--- src/rtl/pri_intc_pkg.sv ---
package pri_intc_pkg;

    typedef enum logic [1:0] {
        TRIG_LOW  = 2'b00,
        TRIG_HIGH = 2'b01,
        TRIG_FALL = 2'b10,
        TRIG_RISE = 2'b11
    } trig_e;

endpackage

--- src/rtl/pri_intc_detect.sv ---
module pri_intc_detect
    import pri_intc_pkg::*;
#(
    parameter int NSRC = 32
) (
    input  logic              clk,
    input  logic              rst_n,
    input  logic [NSRC-1:0]   src_i,
    input  logic [2*NSRC-1:0] trig_i,
    input  logic [NSRC-1:0]   clr_i,
    output logic [NSRC-1:0]   req_o
);

    typedef struct packed {
        logic [NSRC-1:0] smp;
        logic [NSRC-1:0] pend;
    } det_t;

    det_t st_d, st_q;

    logic [NSRC-1:0] ev;
    logic [NSRC-1:0] is_edge;
    logic [NSRC-1:0] lvl_hit;

    for (genvar i = 0; i < NSRC; i++) begin : g_src
        trig_e t;
        assign t          = trig_e'(trig_i[2*i +: 2]);
        assign is_edge[i] = (t == TRIG_FALL) || (t == TRIG_RISE);
        assign ev[i]      = (t == TRIG_RISE) ? (src_i[i] & ~st_q.smp[i]) :
                            (t == TRIG_FALL) ? (~src_i[i] & st_q.smp[i]) : 1'b0;
        assign lvl_hit[i] = (t == TRIG_HIGH) ? st_q.smp[i] :
                            (t == TRIG_LOW)  ? ~st_q.smp[i] : 1'b0;
        assign req_o[i]   = is_edge[i] ? st_q.pend[i] : lvl_hit[i];
    end

    always_comb begin
        st_d      = st_q;
        st_d.smp  = src_i;
        // a fresh event wins over a clear in the same cycle
        st_d.pend = ((st_q.pend & ~clr_i) | ev) & is_edge;
    end

    always_ff @(posedge clk or negedge rst_n) begin
        if (!rst_n) st_q <= '0;
        else        st_q <= st_d;
    end

endmodule

--- src/rtl/pri_intc_arb.sv ---
module pri_intc_arb #(
    parameter int NSRC = 32,
    parameter int PW   = 3,
    localparam int IW  = $clog2(NSRC)
) (
    input  logic [NSRC-1:0]    req_i,
    input  logic [NSRC-1:0]    en_i,
    input  logic [PW*NSRC-1:0] prio_i,
    input  logic               thr_valid_i,
    input  logic [PW-1:0]      thr_i,
    output logic               hit_o,
    output logic [IW-1:0]      idx_o,
    output logic [PW-1:0]      pri_o
);

    logic [PW-1:0] p;

    always_comb begin
        hit_o = 1'b0;
        idx_o = '0;
        pri_o = '0;
        p     = '0;
        for (int i = 0; i < NSRC; i++) begin
            p = prio_i[PW*i +: PW];
            // strict compare keeps the lowest index on ties
            if (req_i[i] && en_i[i] && (!thr_valid_i || p > thr_i) &&
                (!hit_o || p > pri_o)) begin
                hit_o = 1'b1;
                idx_o = IW'(i);
                pri_o = p;
            end
        end
    end

endmodule

--- src/rtl/pri_intc_stack.sv ---
module pri_intc_stack #(
    parameter int PW    = 3,
    parameter int DEPTH = 8,
    localparam int DW   = $clog2(DEPTH + 1),
    localparam int AW   = (DEPTH > 1) ? $clog2(DEPTH) : 1
) (
    input  logic          clk,
    input  logic          rst_n,
    input  logic          push_i,
    input  logic [PW-1:0] lvl_i,
    input  logic          pop_i,
    output logic [PW-1:0] top_o,
    output logic [DW-1:0] depth_o
);

    typedef struct packed {
        logic [DEPTH-1:0][PW-1:0] lvl;
        logic [DW-1:0]            depth;
    } stk_t;

    stk_t st_d, st_q;

    logic [AW-1:0] wr_ptr;
    logic [AW-1:0] top_ptr;

    assign wr_ptr  = AW'(st_q.depth);
    assign top_ptr = AW'(st_q.depth - 1'b1);
    assign top_o   = (st_q.depth == '0) ? '0 : st_q.lvl[top_ptr];
    assign depth_o = st_q.depth;

    always_comb begin
        st_d = st_q;
        if (push_i && st_q.depth < DW'(DEPTH)) begin
            st_d.lvl[wr_ptr] = lvl_i;
            st_d.depth       = st_q.depth + 1'b1;
        end else if (pop_i && st_q.depth != '0) begin
            st_d.depth = st_q.depth - 1'b1;
        end
    end

    always_ff @(posedge clk or negedge rst_n) begin
        if (!rst_n) st_q <= '0;
        else        st_q <= st_d;
    end

endmodule

--- src/rtl/pri_intc.sv ---
module pri_intc #(
    parameter int NSRC  = 32,
    parameter int PW    = 3,
    parameter int DEPTH = 8,
    localparam int IW   = $clog2(NSRC),
    localparam int DW   = $clog2(DEPTH + 1)
) (
    input  logic              clk,
    input  logic              rst_n,
    input  logic [NSRC-1:0]   src_i,
    input  logic [NSRC-1:0]   src_en_i,
    input  logic [2*NSRC-1:0] src_trig_i,
    input  logic [PW*NSRC-1:0] src_prio_i,
    input  logic              ack_i,
    input  logic              eoi_i,
    output logic              irq_o,
    output logic [IW-1:0]     vec_o,
    output logic [PW-1:0]     prio_o,
    output logic [PW-1:0]     lvl_o,
    output logic [DW-1:0]     depth_o
);

    typedef struct packed {
        logic          irq;
        logic [IW-1:0] vec;
        logic [PW-1:0] pri;
    } out_t;

    out_t st_d, st_q;

    logic [NSRC-1:0] req;
    logic [NSRC-1:0] clr;
    logic            hit;
    logic [IW-1:0]   win_idx;
    logic [PW-1:0]   win_pri;
    logic [PW-1:0]   top;
    logic [DW-1:0]   depth;
    logic            ack_ok;
    logic            pop_ok;

    assign ack_ok = ack_i & st_q.irq;
    assign pop_ok = eoi_i & ~ack_ok & (depth != '0);
    assign clr    = ack_ok ? (NSRC'(1) << st_q.vec) : '0;

    pri_intc_detect #(.NSRC(NSRC)) u_det (
        .clk    (clk),
        .rst_n  (rst_n),
        .src_i  (src_i),
        .trig_i (src_trig_i),
        .clr_i  (clr),
        .req_o  (req)
    );

    pri_intc_arb #(.NSRC(NSRC), .PW(PW)) u_arb (
        .req_i       (req),
        .en_i        (src_en_i),
        .prio_i      (src_prio_i),
        .thr_valid_i (depth != '0),
        .thr_i       (top),
        .hit_o       (hit),
        .idx_o       (win_idx),
        .pri_o       (win_pri)
    );

    pri_intc_stack #(.PW(PW), .DEPTH(DEPTH)) u_stk (
        .clk     (clk),
        .rst_n   (rst_n),
        .push_i  (ack_ok),
        .lvl_i   (st_q.pri),
        .pop_i   (pop_ok),
        .top_o   (top),
        .depth_o (depth)
    );

    always_comb begin
        st_d     = st_q;
        // a stack change forces one idle cycle so the next pick sees the new threshold
        st_d.irq = hit & ~ack_ok & ~pop_ok;
        st_d.vec = hit ? win_idx : '0;
        st_d.pri = hit ? win_pri : '0;
    end

    always_ff @(posedge clk or negedge rst_n) begin
        if (!rst_n) st_q <= '0;
        else        st_q <= st_d;
    end

    assign irq_o   = st_q.irq;
    assign vec_o   = st_q.vec;
    assign prio_o  = st_q.pri;
    assign lvl_o   = top;
    assign depth_o = depth;

endmodule

--- config.mk ---
export PLATFORM = sky130hd
export DESIGN_NAME = pri_intc
export DESIGN_NICKNAME = d
export VERILOG_FILES = /design/src/rtl/pri_intc_pkg.sv /design/src/rtl/pri_intc_detect.sv /design/src/rtl/pri_intc_arb.sv /design/src/rtl/pri_intc_stack.sv /design/src/rtl/pri_intc.sv
export SDC_FILE = /design/constraint.sdc
export NUM_CORES = 1
export LEC_CHECK = 0
export BUFFER_PORTS_ARGS = -buffer_cell sky130_fd_sc_hd__clkbuf_2
export CAP_MARGIN = 20
export CORE_MARGIN = 4
export CORE_UTILIZATION = 55
export DETAILED_ROUTE_END_ITERATION = 10
export PLACE_DENSITY = 0.8
export SLEW_MARGIN = 20
export SYNTH_ARGS = -nofsm -noshare
export SYNTH_HDL_FRONTEND = slang
export SYNTH_SLANG_ARGS = --single-unit
--- constraint.sdc ---
create_clock -name clk -period 125 [get_ports clk]
set_input_delay 0 -clock clk [delete_from_list [all_inputs] [get_ports clk]]
set_output_delay 0 -clock clk [all_outputs]
set_load 0.01 [all_outputs]
# After elaboration in Yosys (flattened, before gate mapping)
# Index checks and enable logic that the tools add are counted.
# totals
ff_bits,101
out_inout_bits,16
latchBits,0
ramBits,0
n_memories,0
input_bits,228
rom_bits,0
# classes
bitwise_logic,139
eq_ne,96
multipliers,0
shifts,1
div,0
addsub,2
n_mux,266
n_lt_le_gt_ge,67
reduce_logical,260
# op_table
operator,count
1-bit two-way mux,193
3-bit > comparator,63
"2-bit == test, second input constant",64
3-bit two-way mux,40
1-bit logical AND,98
1-bit logical OR,95
5-bit two-way mux,17
1-bit bitwise AND,69
1-bit inverter,66
32-bit bitwise AND,2
"2-bit by 1-bit == test with 1-bit output, second input constant",32
2-bit logical NOT,32
4-bit two-way mux,10
1-bit logical NOT,32
32-bit two-way mux,1
32-bit inverter,1
32-bit OR,1
"1-bit by 5-bit left shift with 32-bit output, first input constant",1
24-bit bitwise mux,1
3-bit binary-select mux with 3-bit select,1
3-bit demux with 3-bit select,1
"3-bit by 4-bit < comparator with 1-bit output, second input constant",2
"4-bit by 1-bit adder with 4-bit output, second input constant",1
4-bit logical NOT,1
6 further kinds,7

# Logic depth before layout (Yosys ltp)
# logic_depth
ltp_word,134
depth_mapped,289

# Modules after synthesis
# From an unflattened synthesis, not the netlist that was laid out.
# hier_totals
cells_unflattened,1471
hier_area_um2,12418.2
# by_module_without_submodules
mod,seq_area_each_um2,area_each_um2,n_inst,cells_per_inst
pri_intc_arb,0.0,7095.6,1,994
pri_intc_detect,1601.5,3155.5,1,286
pri_intc_stack,700.7,1503.9,1,119
pri_intc,225.2,663.1,1,72

# Worst setup path after synthesis
# OpenSTA, ideal clock, no wires.
# synth_path
kind,register -> register
start,"register u_stk.st_q, in the netlist u_stk.depth_o[0]"
end,"register st_q, in the netlist vec_o[4]"
path_buffers,10
slack_ps,78293
arrival_time_ps,46582
path_stages_with_launch,270
required_ps,124875
period_less_slack_ps,46707
cell_sequence,dfrtp_1 -> buf_1 -> inv_1 -> ha_1 -> buf_1 -> mux4_2 -> mux2i_1 -> nor2_1 -> ha_1 -> nand3_1 -> o21ai_0 -> o21ai_0 -> and2_1 -> nand2_1 -> ha_1 -> a211oi_1 -> o21ai_0 -> o211a_1 -> [... 234 more ...] -> or2_1 -> ha_1 -> a21o_1 -> a21oi_1 -> a31oi_1 -> nor2_1 -> nor4_1 -> buf_2 -> o31a_1 -> ha_1 -> a21o_1 -> a21oi_1 -> a31oi_1 -> o21a_1 -> buf_2 -> nor3_1 -> nand4_1 -> nand2b_1
# synth_lines
item,line_no,text
"start, declared",pri_intc_stack.sv:21,"stk_t st_d, st_q;"
"start signal, assigned",pri_intc_stack.sv:43,else st_q <= st_d;
"end signal, assigned",pri_intc.sv:85,else st_q <= st_d;
"end, declared",pri_intc.sv:29,"out_t st_d, st_q;"

==> results by group <==
Place
  – Placed cell count: roughly 2000
  – Placer Congestion: approximately 0.96
  – Dpl hpwl: 30500 µm
  – Post-place setup slack: about 74 ns
  – PortBufs: 243

Route
  – Detailed Routing Iterations Pass 1: 5
  – Via density: 6.19
  – DRC Markers: 0
  – WL final: 39200 µm
  – Via count: between 10000 and 15000
  – Drt wl/cell: between 15 and 20 µm
  – Final ANT Viol Nets: 0
  – Initial DRC Count: ~850

STA
  – RSZ-0062 raised after global routing: false
  – Worst Setup Slack, final: 73.10 ns
  – Post-Route Skew: approximately 0.0099 ns
  – Slew HR: between 20% and 30%
  – Ratio of final minimum period to clock period: 41.5%
  – Final max-slew violation count: 0
  – Final Setup Violations: 0
  – TNS Setup: 0 ns
  – Slew @ Worst Pin: roughly 1.1 ns
  – Final Hold Viols: 0
  – Min Tclk post-route: approximately 52 ns
  – FMAX: about 19 MHz

Worst setup path
  – Reg2Reg Depth: approximately 260
  – Most common cell type on the critical path: a21oi_1
  – R2R setup slack: roughly 73 ns
  – Critical Path RT: between 100 and 150 ns
  – Worst-path fanout max: 15
  – Startpoint types: flip-flop
  – Worst flop-to-flop path endpoint: vec_o[0]
  – Crit end category: flip-flop
  – Crit path max-delay cell type: dfrtp_1
  – WS Path Type: flip-flop to flip-flop
  – Critical Path Max Stage Delay: ~0.70 ns
  – Arr. time, crit path: around 52 ns
  – Reg2reg start: u_stk.depth_o[0]

Logic synthesis
  – Synth top area share: approximately a fifth
  – Sequential-to-total area share from yosys stat: 21.0%
  – #FFs+latches synth: 101
  – Top-count cell post-synth: ha_1
  – Largest cells by area after synthesis: dfrtp_1 21%, ha_1 18%, o21ai_0 5.7%
  – Fraction of registers with async set/reset: 100%
  – Post-synth EDFFs: 0
  – Post-synth top cells: 170 x ha_1, 136 x o21ai_0, 121 x nand2_1
  – Yosys Warn Count: 0
  – Syn nets: approximately 1900
  – Netlist cell types: 91
  – Syn avg cell area: about 8.3 µm²
  – Main flop type after synthesis: dfrtp_1
  – Post-Syn Instances: approximately 1500
  – Biggest area consumer among synthesized cells: dfrtp_1
  – Post-synthesis cell area: about 0.012 mm²

CTS
  – Max clock buf depth: 2
  – Post-CTS setup buffer count: 0
  – CTS tree: yes
  – PostCTS Resize Cnt: 0
  – CTS buffer count: 9
  – Clock slew at reported path FFs: about 0.090 ns
  – Clock sinks: approximately 100
  – Worst skew pair latency: between 0.3 and 0.4 ns
  – Clock Tree Root: clkbuf_16
  – H-tree depth: 3

Global routing
  – GRT overflow: 0
  – Initial antenna violation count: 1
  – Vias in the first global route: 12400
  – Tot GR Track Use: 31.3%
  – Largest net degree at the start of global routing: 65
  – First-pass GRT wire length: 61800 µm

Final layout
  – Final core utilization: 68.6%
  – Layout cells sized above 1: approximately a fifth
  – Nets: 2167
  – N_diodes: 0
  – Layout Cells excl Fill: 2049
  – Fillers: roughly 1700
  – Area Growth Syn to Fin: 21.4%

Flow run
  – Max-cap violations: 0

Floorplan
  – Die area: ~0.024 mm²
  – Die Y: roughly 160 µm
  – Row count: 53
  – DIE WIDTH: ~160 µm
  – I/O pin total: between 200 and 250
  – Starting density of the core: about 56%
  – Core ar.: around 0.021 mm²

Status
  – Outcome: finished clean

Min path
  – WHS Path Cells: 4
  – Worst Hold Launch: src_trig_i[22]
  – Hold EP: u_det.st_q[11]
  – Hold WC Path Type: primary input to flip-flop
-- sequential cells by signal (all words and copies together), names as in the netlist --
register,count
irq_o,1
prio_o,3
u_det.st_q,64
u_stk.depth_o,4
u_stk.st_q,24
vec_o,5
-- worst max path at each step --
stage	from	end	slack (ns)	depth (start not counted)
after floorplan	u_stk.depth_o[0]	vec_o[4]	78.29	269
after global placement	u_stk.depth_o[0]	vec_o[0]	75.49	257
after detailed placement	u_stk.depth_o[0]	vec_o[0]	74.00	257
after CTS	u_stk.depth_o[0]	vec_o[0]	73.81	257
after global routing	u_stk.depth_o[0]	vec_o[4]	68.16	258
final	u_stk.depth_o[0]	vec_o[0]	73.10	257
-- worst max-delay path, delay by kind of cell, from the launching register on --
kind | cells | cell delay (ns)
AOI/OAI and AO/OA | 139 | 27.35
adders and majority gates | 35 | 10.03
buffers and inverters | 11 | 1.04
DFF | 1 | 0.70
muxes | 8 | 2.38
and+or+nand+nor | 64 | 10.18
-- placed cells by master, fill, tap and decap left out, drive strengths merged, types with 14 or more instances in the layout --
master and n:
clkbuf 251, ha 170, o21ai 140, nand2 121, inv 116, a21oi 114
dfrtp 101, dlygate4sd3 77, nor2b 73, nand3 55, nor2 50, o21a 36
a21boi 35, mux2 32, xor2 26, a31oi 26, nor3b 25, nor3 21
and2 19, mux2i 18, a211oi 17, a21o 14
-- final cells by class --
type	instances	area (µm²)	share of cell area, %
clock buffer	9	225	1.54
clock inverter	7	90.1	0.617
inverter	115	432	2.96
multi-input combinational	1215	8940	61.2
sequential	101	2530	17.3
tap	275	344	2.36
timing repair buffer	327	2040	14.0
-- per-layer routing --
layer / wire length [µm] / up-vias / track usage [%]
met2: 18300 / 560 / 52.6
met5: 20 / - / 0
met4: 1700 / 2 / 13.2
met3: 3550 / 102 / 8.40
met1: 15600 / 5937 / 37.9
li1: - / 6086 / -
-- stage by stage --
step	instance area (µm²)	hold WS, ns
finish	14600	0.0146
global route	14600	0.0262
CTS	14600	0.00249
detailed placement	13500	0.00853
global placement	13500	0.0115
floorplan	12000	-0.296
-- cell families after synthesis --
group / count (synthesis) / synth area share [%]
compound gates: 510 / 28.8
simple gates: 448 / 19.8
fa+ha+maj: 172 / 17.9
buf+inv: 140 / 4.71
flops: 101 / 21.0
mux: 56 / 5.62
xor+xnor: 29 / 2.11
-- what timing repair did --
item	in CTS	in global routing
endpoints found under the hold margin	105	0
endpoints found under the setup margin	0	0
hold buffers	77	0
Power is not shown: default switching activity piles up to over one toggle a cycle in this logic, so the estimate is an artifact.
